--- src/rtl/i2c_tgt_pkg.sv ---
package i2c_tgt_pkg;

    localparam int BYTE_W = 8;
    localparam int ADDR_W = 7;
    localparam int VEC_W  = 4;

    localparam logic [VEC_W-1:0] VEC_NONE  = 4'd0;
    localparam logic [VEC_W-1:0] VEC_NACK  = 4'd4;
    localparam logic [VEC_W-1:0] VEC_START = 4'd6;
    localparam logic [VEC_W-1:0] VEC_STOP  = 4'd8;
    localparam logic [VEC_W-1:0] VEC_TXREQ = 4'd12;

    typedef enum logic [2:0] {
        ST_IDLE,     // ignoring bus until START
        ST_ADDR,     // shifting address byte
        ST_STRETCH,  // SCL held, waiting for host byte
        ST_SETUP,    // SDA driven, SCL still held for setup time
        ST_ACK,      // driving ACK, SCL released
        ST_DATA,     // shifting data byte out
        ST_MACK,     // waiting for master ACK/NACK sample
        ST_MACKD     // master acked, waiting for falling edge
    } eng_state_e;

endpackage

--- src/rtl/i2c_line_sync.sv ---
module i2c_line_sync (
    input  logic clk,
    input  logic rst_n,
    input  logic scl_i,
    input  logic sda_i,
    output logic scl_s,
    output logic sda_s,
    output logic scl_rise,
    output logic scl_fall,
    output logic start_det,
    output logic stop_det
);

    typedef struct packed {
        logic scl_m;
        logic scl_s;
        logic scl_p;
        logic sda_m;
        logic sda_s;
        logic sda_p;
    } sync_t;

    sync_t q, d;

    always_comb begin
        d       = q;
        d.scl_m = scl_i;
        d.scl_s = q.scl_m;
        d.scl_p = q.scl_s;
        d.sda_m = sda_i;
        d.sda_s = q.sda_m;
        d.sda_p = q.sda_s;
    end

    always_ff @(posedge clk or negedge rst_n) begin
        if (!rst_n) q <= '1;
        else        q <= d;
    end

    assign scl_s     = q.scl_s;
    assign sda_s     = q.sda_s;
    assign scl_rise  =  q.scl_s && !q.scl_p;
    assign scl_fall  = !q.scl_s &&  q.scl_p;
    assign start_det =  q.scl_s && q.scl_p && !q.sda_s &&  q.sda_p;
    assign stop_det  =  q.scl_s && q.scl_p &&  q.sda_s && !q.sda_p;

    // a bus condition is only ever seen with SCL steady high
    p_cond_scl_high_r9: assert property (@(posedge clk) disable iff (!rst_n)
        (start_det || stop_det) |-> (!scl_rise && !scl_fall));

endmodule

--- src/rtl/i2c_tgt_engine.sv ---
module i2c_tgt_engine
    import i2c_tgt_pkg::*;
#(
    parameter logic [ADDR_W-1:0] OWN_ADDR  = 7'h48,
    parameter int                SETUP_CYC = 4
) (
    input  logic              clk,
    input  logic              rst_n,
    input  logic              scl_s,
    input  logic              sda_s,
    input  logic              scl_rise,
    input  logic              scl_fall,
    input  logic              start_det,
    input  logic              stop_det,
    input  logic              tx_wr,
    input  logic [BYTE_W-1:0] tx_data,
    output logic              scl_low,
    output logic              sda_low,
    output logic              ev_txreq,
    output logic              ev_nack
);

    localparam int CNT_W = $clog2(BYTE_W + 1);
    localparam int TMR_W = (SETUP_CYC > 1) ? $clog2(SETUP_CYC) : 1;
    localparam logic [CNT_W-1:0] LAST_BIT = CNT_W'(BYTE_W);
    localparam logic [TMR_W-1:0] TMR_END  = TMR_W'(SETUP_CYC - 1);

    typedef struct packed {
        eng_state_e        st;
        logic [CNT_W-1:0]  bitcnt;
        logic [BYTE_W-1:0] sh;
        logic [TMR_W-1:0]  tmr;
        logic              ack_ph;
        logic [BYTE_W-1:0] buf_b;
        logic              buf_full;
    } eng_t;

    eng_t q, d;
    logic txreq_d, nack_d;

    always_comb begin
        d       = q;
        txreq_d = 1'b0;
        nack_d  = 1'b0;
        if (start_det) begin
            d.st     = ST_ADDR;
            d.bitcnt = '0;
        end else if (stop_det) begin
            d.st = ST_IDLE;
        end else begin
            unique case (q.st)
                ST_IDLE: ;
                ST_ADDR: begin
                    if (scl_rise && q.bitcnt != LAST_BIT) begin
                        d.sh     = {q.sh[BYTE_W-2:0], sda_s};
                        d.bitcnt = q.bitcnt + 1'b1;
                    end
                    if (scl_fall && q.bitcnt == LAST_BIT) begin
                        if (q.sh[BYTE_W-1:1] == OWN_ADDR && q.sh[0]) begin
                            d.st     = ST_STRETCH;
                            d.ack_ph = 1'b1;
                            txreq_d  = 1'b1;
                        end else begin
                            d.st = ST_IDLE;
                        end
                    end
                end
                ST_STRETCH: begin
                    if (q.buf_full) begin
                        d.sh       = q.buf_b;
                        d.buf_full = 1'b0;
                        d.tmr      = '0;
                        d.st       = ST_SETUP;
                    end
                end
                ST_SETUP: begin
                    if (q.tmr == TMR_END) begin
                        d.bitcnt = '0;
                        d.st     = q.ack_ph ? ST_ACK : ST_DATA;
                    end else begin
                        d.tmr = q.tmr + 1'b1;
                    end
                end
                ST_ACK: begin
                    if (scl_fall) begin
                        d.ack_ph = 1'b0;
                        d.bitcnt = '0;
                        d.st     = ST_DATA;
                    end
                end
                ST_DATA: begin
                    if (scl_rise) d.bitcnt = q.bitcnt + 1'b1;
                    if (scl_fall) begin
                        if (q.bitcnt == LAST_BIT) d.st = ST_MACK;
                        else                      d.sh = {q.sh[BYTE_W-2:0], 1'b0};
                    end
                end
                ST_MACK: begin
                    if (scl_rise) begin
                        if (sda_s) begin
                            nack_d = 1'b1;
                            d.st   = ST_IDLE;
                        end else begin
                            d.st = ST_MACKD;
                        end
                    end
                end
                ST_MACKD: begin
                    if (scl_fall) begin
                        d.st     = ST_STRETCH;
                        d.ack_ph = 1'b0;
                        txreq_d  = 1'b1;
                    end
                end
                default: d.st = ST_IDLE;
            endcase
        end
        if (tx_wr) begin
            d.buf_b    = tx_data;
            d.buf_full = 1'b1;
        end
    end

    always_ff @(posedge clk or negedge rst_n) begin
        if (!rst_n) begin
            q          <= '0;
            q.st       <= ST_IDLE;
        end else begin
            q <= d;
        end
    end

    assign scl_low  = (q.st == ST_STRETCH) || (q.st == ST_SETUP);
    assign sda_low  = (q.st == ST_ACK)
                   || (q.st == ST_SETUP &&  q.ack_ph)
                   || (q.st == ST_SETUP && !q.ack_ph && !q.sh[BYTE_W-1])
                   || (q.st == ST_DATA  && !q.sh[BYTE_W-1]);
    assign ev_txreq = txreq_d;
    assign ev_nack  = nack_d;

    // SDA drive moves only while the synchronized SCL is low
    p_sda_moves_low_r2: assert property (@(posedge clk) disable iff (!rst_n)
        (!$stable(sda_low) && !$past(start_det || stop_det)) |-> !$past(scl_s));

    // once stretching, SCL stays held until a byte is present
    p_hold_until_load_r3: assert property (@(posedge clk) disable iff (!rst_n)
        (q.st == ST_STRETCH && !q.buf_full && !tx_wr && !start_det && !stop_det)
        |=> scl_low);

    // a NACK from the master leaves SDA released
    p_nack_release_r5: assert property (@(posedge clk) disable iff (!rst_n)
        ev_nack |=> !sda_low);

    // every START restarts the address at bit 7
    p_start_restart_r9: assert property (@(posedge clk) disable iff (!rst_n)
        start_det |=> (q.st == ST_ADDR && q.bitcnt == '0));

    // a transfer request is raised only after a full address byte
    p_req_after_addr_r6: assert property (@(posedge clk) disable iff (!rst_n)
        (ev_txreq && q.st == ST_ADDR) |-> (q.sh[0] && q.bitcnt == LAST_BIT));

endmodule

--- src/rtl/i2c_tgt_irq.sv ---
module i2c_tgt_irq
    import i2c_tgt_pkg::*;
(
    input  logic             clk,
    input  logic             rst_n,
    input  logic             set_start,
    input  logic             set_stop,
    input  logic             set_nack,
    input  logic             set_txreq,
    input  logic             clr_start,
    input  logic             clr_stop,
    input  logic             clr_nack,
    input  logic             tx_wr,
    output logic [VEC_W-1:0] irq_vec
);

    typedef struct packed {
        logic nack;
        logic start;
        logic stop;
        logic txreq;
    } flags_t;

    flags_t q, d;

    always_comb begin
        d = q;
        if (clr_start) d.start = 1'b0;
        if (clr_stop)  d.stop  = 1'b0;
        if (clr_nack)  d.nack  = 1'b0;
        if (tx_wr)     d.txreq = 1'b0;
        if (set_start) d.start = 1'b1;
        if (set_stop)  d.stop  = 1'b1;
        if (set_nack)  d.nack  = 1'b1;
        if (set_txreq) d.txreq = 1'b1;
    end

    always_ff @(posedge clk or negedge rst_n) begin
        if (!rst_n) q <= '0;
        else        q <= d;
    end

    always_comb begin
        if      (q.nack)  irq_vec = VEC_NACK;
        else if (q.start) irq_vec = VEC_START;
        else if (q.stop)  irq_vec = VEC_STOP;
        else if (q.txreq) irq_vec = VEC_TXREQ;
        else              irq_vec = VEC_NONE;
    end

    // START flag stays until cleared
    p_start_sticky_r8: assert property (@(posedge clk) disable iff (!rst_n)
        (q.start && !clr_start) |=> q.start);

    // a transmit write removes the request code
    p_txreq_clear_r8: assert property (@(posedge clk) disable iff (!rst_n)
        (tx_wr && !set_txreq) |=> (irq_vec != VEC_TXREQ));

    // the request code shows only with no lower code pending
    p_txreq_lowest_r7: assert property (@(posedge clk) disable iff (!rst_n)
        (irq_vec == VEC_TXREQ) |-> (!q.nack && !q.start && !q.stop));

    // any pending flag gives a nonzero code
    p_vec_nonzero_r7: assert property (@(posedge clk) disable iff (!rst_n)
        (q != '0) |-> (irq_vec != VEC_NONE));

endmodule

--- src/rtl/i2c_stretch_target.sv ---
module i2c_stretch_target
    import i2c_tgt_pkg::*;
#(
    parameter logic [6:0] OWN_ADDR  = 7'h48,
    parameter int         SETUP_CYC = 4
) (
    input  logic       clk,
    input  logic       rst_n,
    input  logic       scl_i,
    input  logic       sda_i,
    output logic       scl_drive_low,
    output logic       sda_drive_low,
    input  logic       tx_wr,
    input  logic [7:0] tx_data,
    input  logic       clr_start,
    input  logic       clr_stop,
    input  logic       clr_nack,
    output logic [3:0] irq_vec
);

    logic scl_s, sda_s, scl_rise, scl_fall, start_det, stop_det;
    logic ev_txreq, ev_nack;

    i2c_line_sync u_sync (
        .clk       (clk),
        .rst_n     (rst_n),
        .scl_i     (scl_i),
        .sda_i     (sda_i),
        .scl_s     (scl_s),
        .sda_s     (sda_s),
        .scl_rise  (scl_rise),
        .scl_fall  (scl_fall),
        .start_det (start_det),
        .stop_det  (stop_det)
    );

    i2c_tgt_engine #(
        .OWN_ADDR  (OWN_ADDR),
        .SETUP_CYC (SETUP_CYC)
    ) u_engine (
        .clk       (clk),
        .rst_n     (rst_n),
        .scl_s     (scl_s),
        .sda_s     (sda_s),
        .scl_rise  (scl_rise),
        .scl_fall  (scl_fall),
        .start_det (start_det),
        .stop_det  (stop_det),
        .tx_wr     (tx_wr),
        .tx_data   (tx_data),
        .scl_low   (scl_drive_low),
        .sda_low   (sda_drive_low),
        .ev_txreq  (ev_txreq),
        .ev_nack   (ev_nack)
    );

    i2c_tgt_irq u_irq (
        .clk       (clk),
        .rst_n     (rst_n),
        .set_start (start_det),
        .set_stop  (stop_det),
        .set_nack  (ev_nack),
        .set_txreq (ev_txreq),
        .clr_start (clr_start),
        .clr_stop  (clr_stop),
        .clr_nack  (clr_nack),
        .tx_wr     (tx_wr),
        .irq_vec   (irq_vec)
    );

    // nothing pulled low while in reset
    p_reset_quiet_r10: assert property (@(posedge clk)
        !rst_n |-> (!scl_drive_low && !sda_drive_low && irq_vec == 4'd0));

endmodule

--- config.mk ---
export PLATFORM = sky130hd
export DESIGN_NAME = i2c_stretch_target
export DESIGN_NICKNAME = d
export VERILOG_FILES = /design/src/rtl/i2c_tgt_pkg.sv /design/src/rtl/i2c_line_sync.sv /design/src/rtl/i2c_tgt_engine.sv /design/src/rtl/i2c_tgt_irq.sv /design/src/rtl/i2c_stretch_target.sv
export SDC_FILE = /design/constraint.sdc
export NUM_CORES = 1
export LEC_CHECK = 0
export BUFFER_PORTS_ARGS = -buffer_cell sky130_fd_sc_hd__clkbuf_2
export CORE_AREA = 2 2 64 90
export CTS_CLUSTER_SIZE = 12
export DETAILED_ROUTE_END_ITERATION = 10
export DIE_AREA = 0 0 66 92
export MAX_ROUTING_LAYER = met4
export PLACE_DENSITY = 0.63
export SLEW_MARGIN = 20
export SYNTH_ARGS = -nofsm -noshare
export SYNTH_HDL_FRONTEND = slang
export SYNTH_SLANG_ARGS = --single-unit
--- constraint.sdc ---
create_clock -name clk -period 3.09 [get_ports clk]
set_clock_uncertainty 0.15 [all_clocks]
set_input_delay 0.618 -clock clk [delete_from_list [all_inputs] [get_ports clk]]
set_output_delay 0.618 -clock clk [all_outputs]
set_load 0.05 [all_outputs]
==> metrics.yaml <==
drt:
  drt_iter0_drc: 50
  firstDrtPassIters: 4
  detail-route-antenna-nets: 0
  drc: 0
  wl_per_cell_um: 14.0
  vias: 1411
  via_per_inst: 5.21
  wirelength_mm: 3.79
power_and_ir_drop:
  leakage_nw: 0.963
  pwr-share-seq: 0.517
  comb_power_share: 0.175
  p_clk_frac: 0.308
  irDropWorstVdd_mv: 0.306
  total_power_w: 0.00119
  switching_share: 0.270
  p_int_w: 0.000869
  p_per_area_nw_per_um2: 539
  p_sw_w: 0.000321
cells_and_area:
  fin_area_sq_um: 2210
  drive_above_1_share: 0.315
  antenna_cells: 0
  fill_cells: 553
  area_growth_pct: 12.3
  final_common_cell: "dfrtp_1"
  fin_util: 0.411
  final_cell_mix: "dfrtp_1, mux2_2, clkbuf_2"
  nets: 221
logic_synthesis:
  yosys_warnings: 0
  ys_seq_elements: 37
  synth_seq_area_share: 0.475
  synth_edf_count: 0
  synthFlopType: "dfrtp_1"
  avgSynthCellArea_sq_um: 10.7
  async_flop_share: 1.00
  netlist_area_sq_um: 1970
  syn_nets: 202
  syn_inst: 183
  yosysUniqueCellTypes: 43
floorplan:
  core-area_sq_um: 5370
  die_h_um: 92
  initial_utilization: 0.366
  ioPinCount: 22
  dieArea_sq_um: 6070
  die_w_um: 66
  num_rows: 32
timing:
  finalSetupViolCount: 0
  worstMarginPinSlew_ns: 0.909
  final_hold_viol_count: 0
  rsz0062_at_grt: "no"
  fmax_mhz: 389
  fin_crit_ns: 2.57
  slew-limit-headroom: 0.394
  fin_setup_tns_ns: 0
  slew_viol_final: 0
  post-route-period-util: 0.832
setup_path:
  end_kind: "output port"
  cp_slowest_stage_delay_ns: 0.70
  path_buf_inv: 1
  arrival_ns: 1.80
  path_class: "flip-flop to output port"
  critical_path.max_fanout: 19
  cp-start-kind: "flip-flop"
  cp_cell_sequence: "nand3b_1, o21ai_0, clkbuf_2"
  crit_slowest_cell: "dfrtp_1"
  crit_family: "flip-flops"
  required_ns: 2.32
  worstRegToRegCells: 5
  cp.depth: 3
grt:
  grt_pass1_vias: 1442
  grt_pass1_wl_mm: 6.69
  grt_max_degree: 38
  grt_overflow_total: 0
  grt_usage: 0.146
  antenna_found_initial: 0
cts:
  clock_sink_count: 37
  clockRootBuffer: "clkbuf_8"
  htreeDepth: 2
  cts_resized: 0
  cts_tree: "yes"
  clk_path_buf_depth: 2
  clkTransAtPathRegs_ns: 0.07
  cts_setup_buffers: 0
  numCtsBuffers: 5
  cts_hold_buf: 0
  clock_latency_ns: 0.29
placement:
  placed_area_sq_um: 2110
  post-dp-hpwl_mm: 2.79
  gp_congestion: 0.899
  numPortBuffers: 20
min_path:
  hold_depth: 0
  hold_class: "flip-flop to flip-flop"
outcome:
  status: "completed"
run:
  drv_cap: 0
[metal layers]
metal  vias up  global-route usage  wire length, um
li1        700                   -                -
met1       676               0.167             1620
met2        26               0.242             1990
met3         9              0.0221               89
met4         0              0.0765               95
met5         -                   -                0
[logic make-up (layout without fill, tap and decap cells)]
kind of cell / after synthesis / after routing / share of synthesized area
compound gates: 48 / 48 / 0.179
xor+xnor: 1 / 1 / 0.00446
fa+ha+maj: 3 / 3 / 0.0191
buf+inv: 21 / 41 / 0.0477
flops: 37 / 37 / 0.475
mux: 23 / 23 / 0.132
other cells: 1 / 1 / 0.00191
simple gates: 49 / 49 / 0.141
[worst register-to-register path, delay by kind of cell (launching register included)]
| family | cells | cell delay, ns |
|---|---|---|
| and+or+nand+nor | 2 | 0.57 |
| muxes | 1 | 0.39 |
| DFF | 1 | 0.57 |
| AOI/OAI and AO/OA | 2 | 0.60 |
[Yosys cell counts, types with 2 or more instances]
cell type | count | area (sq um)
or2_2 | 2 | 12.5
a21o_1 | 3 | 22.5
buf_2 | 3 | 15.0
o21a_1 | 2 | 15.0
dfrtp_1 | 31 | 776
nand2_1 | 11 | 41.3
o41ai_1 | 2 | 17.5
nand3b_1 | 2 | 15.0
nand4_1 | 4 | 25.0
a211oi_1 | 2 | 15.0
o31ai_1 | 5 | 37.5
a22o_1 | 2 | 17.5
mux2_2 | 23 | 259
clkbuf_1 | 3 | 11.3
inv_1 | 13 | 48.8
a21oi_1 | 2 | 10.0
o211ai_1 | 5 | 37.5
o22ai_1 | 5 | 31.3
ha_1 | 3 | 37.5
nor2b_1 | 4 | 25.0
o21ai_0 | 12 | 60.1
dfstp_2 | 6 | 158
nand2b_1 | 5 | 31.3
nand3_1 | 2 | 10.0
a221oi_1 | 2 | 17.5
nor2_1 | 12 | 45.0
[power by group through the flow]
stage	clock, W	combinational, W	sequential (W)
3_5_place_dp	0	0.000212	0.000624
4_1_cts	0.000381	0.000213	0.000615
2_1_floorplan	0	0.000178	0.000600
6_report	0.000367	0.000208	0.000615
5_1_grt	0.000401	0.000240	0.000627
3_3_place_gp	0	0.000206	0.000622
[state kept, by name, summed over array words and instances (netlist names)]
name / count
u_sync.d: 2
u_engine.q: 27
u_sync.q: 2
u_sync.sda_s: 1
u_sync.scl_s: 1
u_irq.q: 4
[final timing paths]
check | end | startpoint | slack (ns)
max reg2reg | u_engine.q[17]$_DFFE_PN0P_ | u_engine.q[26]$_DFFE_PN0P_ | 0.69
max in group asynchronous | u_engine.q[4]$_DFFE_PN0P_ | rst_n | 1.92
min reg2reg | u_sync.sda_s$_DFF_PN1_ | u_sync.d[1]$_DFF_PN1_ | 0.21
min in group asynchronous | u_engine.q[21]$_DFFE_PN0P_ | rst_n | 0.30
max | sda_drive_low | u_engine.q[24]$_DFFE_PN0P_ | 0.52
min | u_sync.sda_s$_DFF_PN1_ | u_sync.d[1]$_DFF_PN1_ | 0.21
[area by class of cell]
type | count | area [sq um] | share of cell area
Multi-Input combinational cell | 125 | 938 | 0.425
Sequential cell | 37 | 933 | 0.423
Timing Repair Buffer | 20 | 100 | 0.0454
Clock buffer | 7 | 96.3 | 0.0437
Tap cell | 68 | 85.1 | 0.0385
Inverter | 13 | 48.8 | 0.0221
Clock inverter | 1 | 5.00 | 0.00227
[metrics by stage]
stage,instances,setup slack [ns],hold WS [ns]
after global placement,263,0.717,0.196
after floorplan,183,0.362,0.172
after global routing,271,0.386,0.213
after detailed placement,263,0.715,0.197
after CTS,271,0.490,0.208
final,271,0.518,0.206
Note: power is estimated with default switching activity, not from simulation.
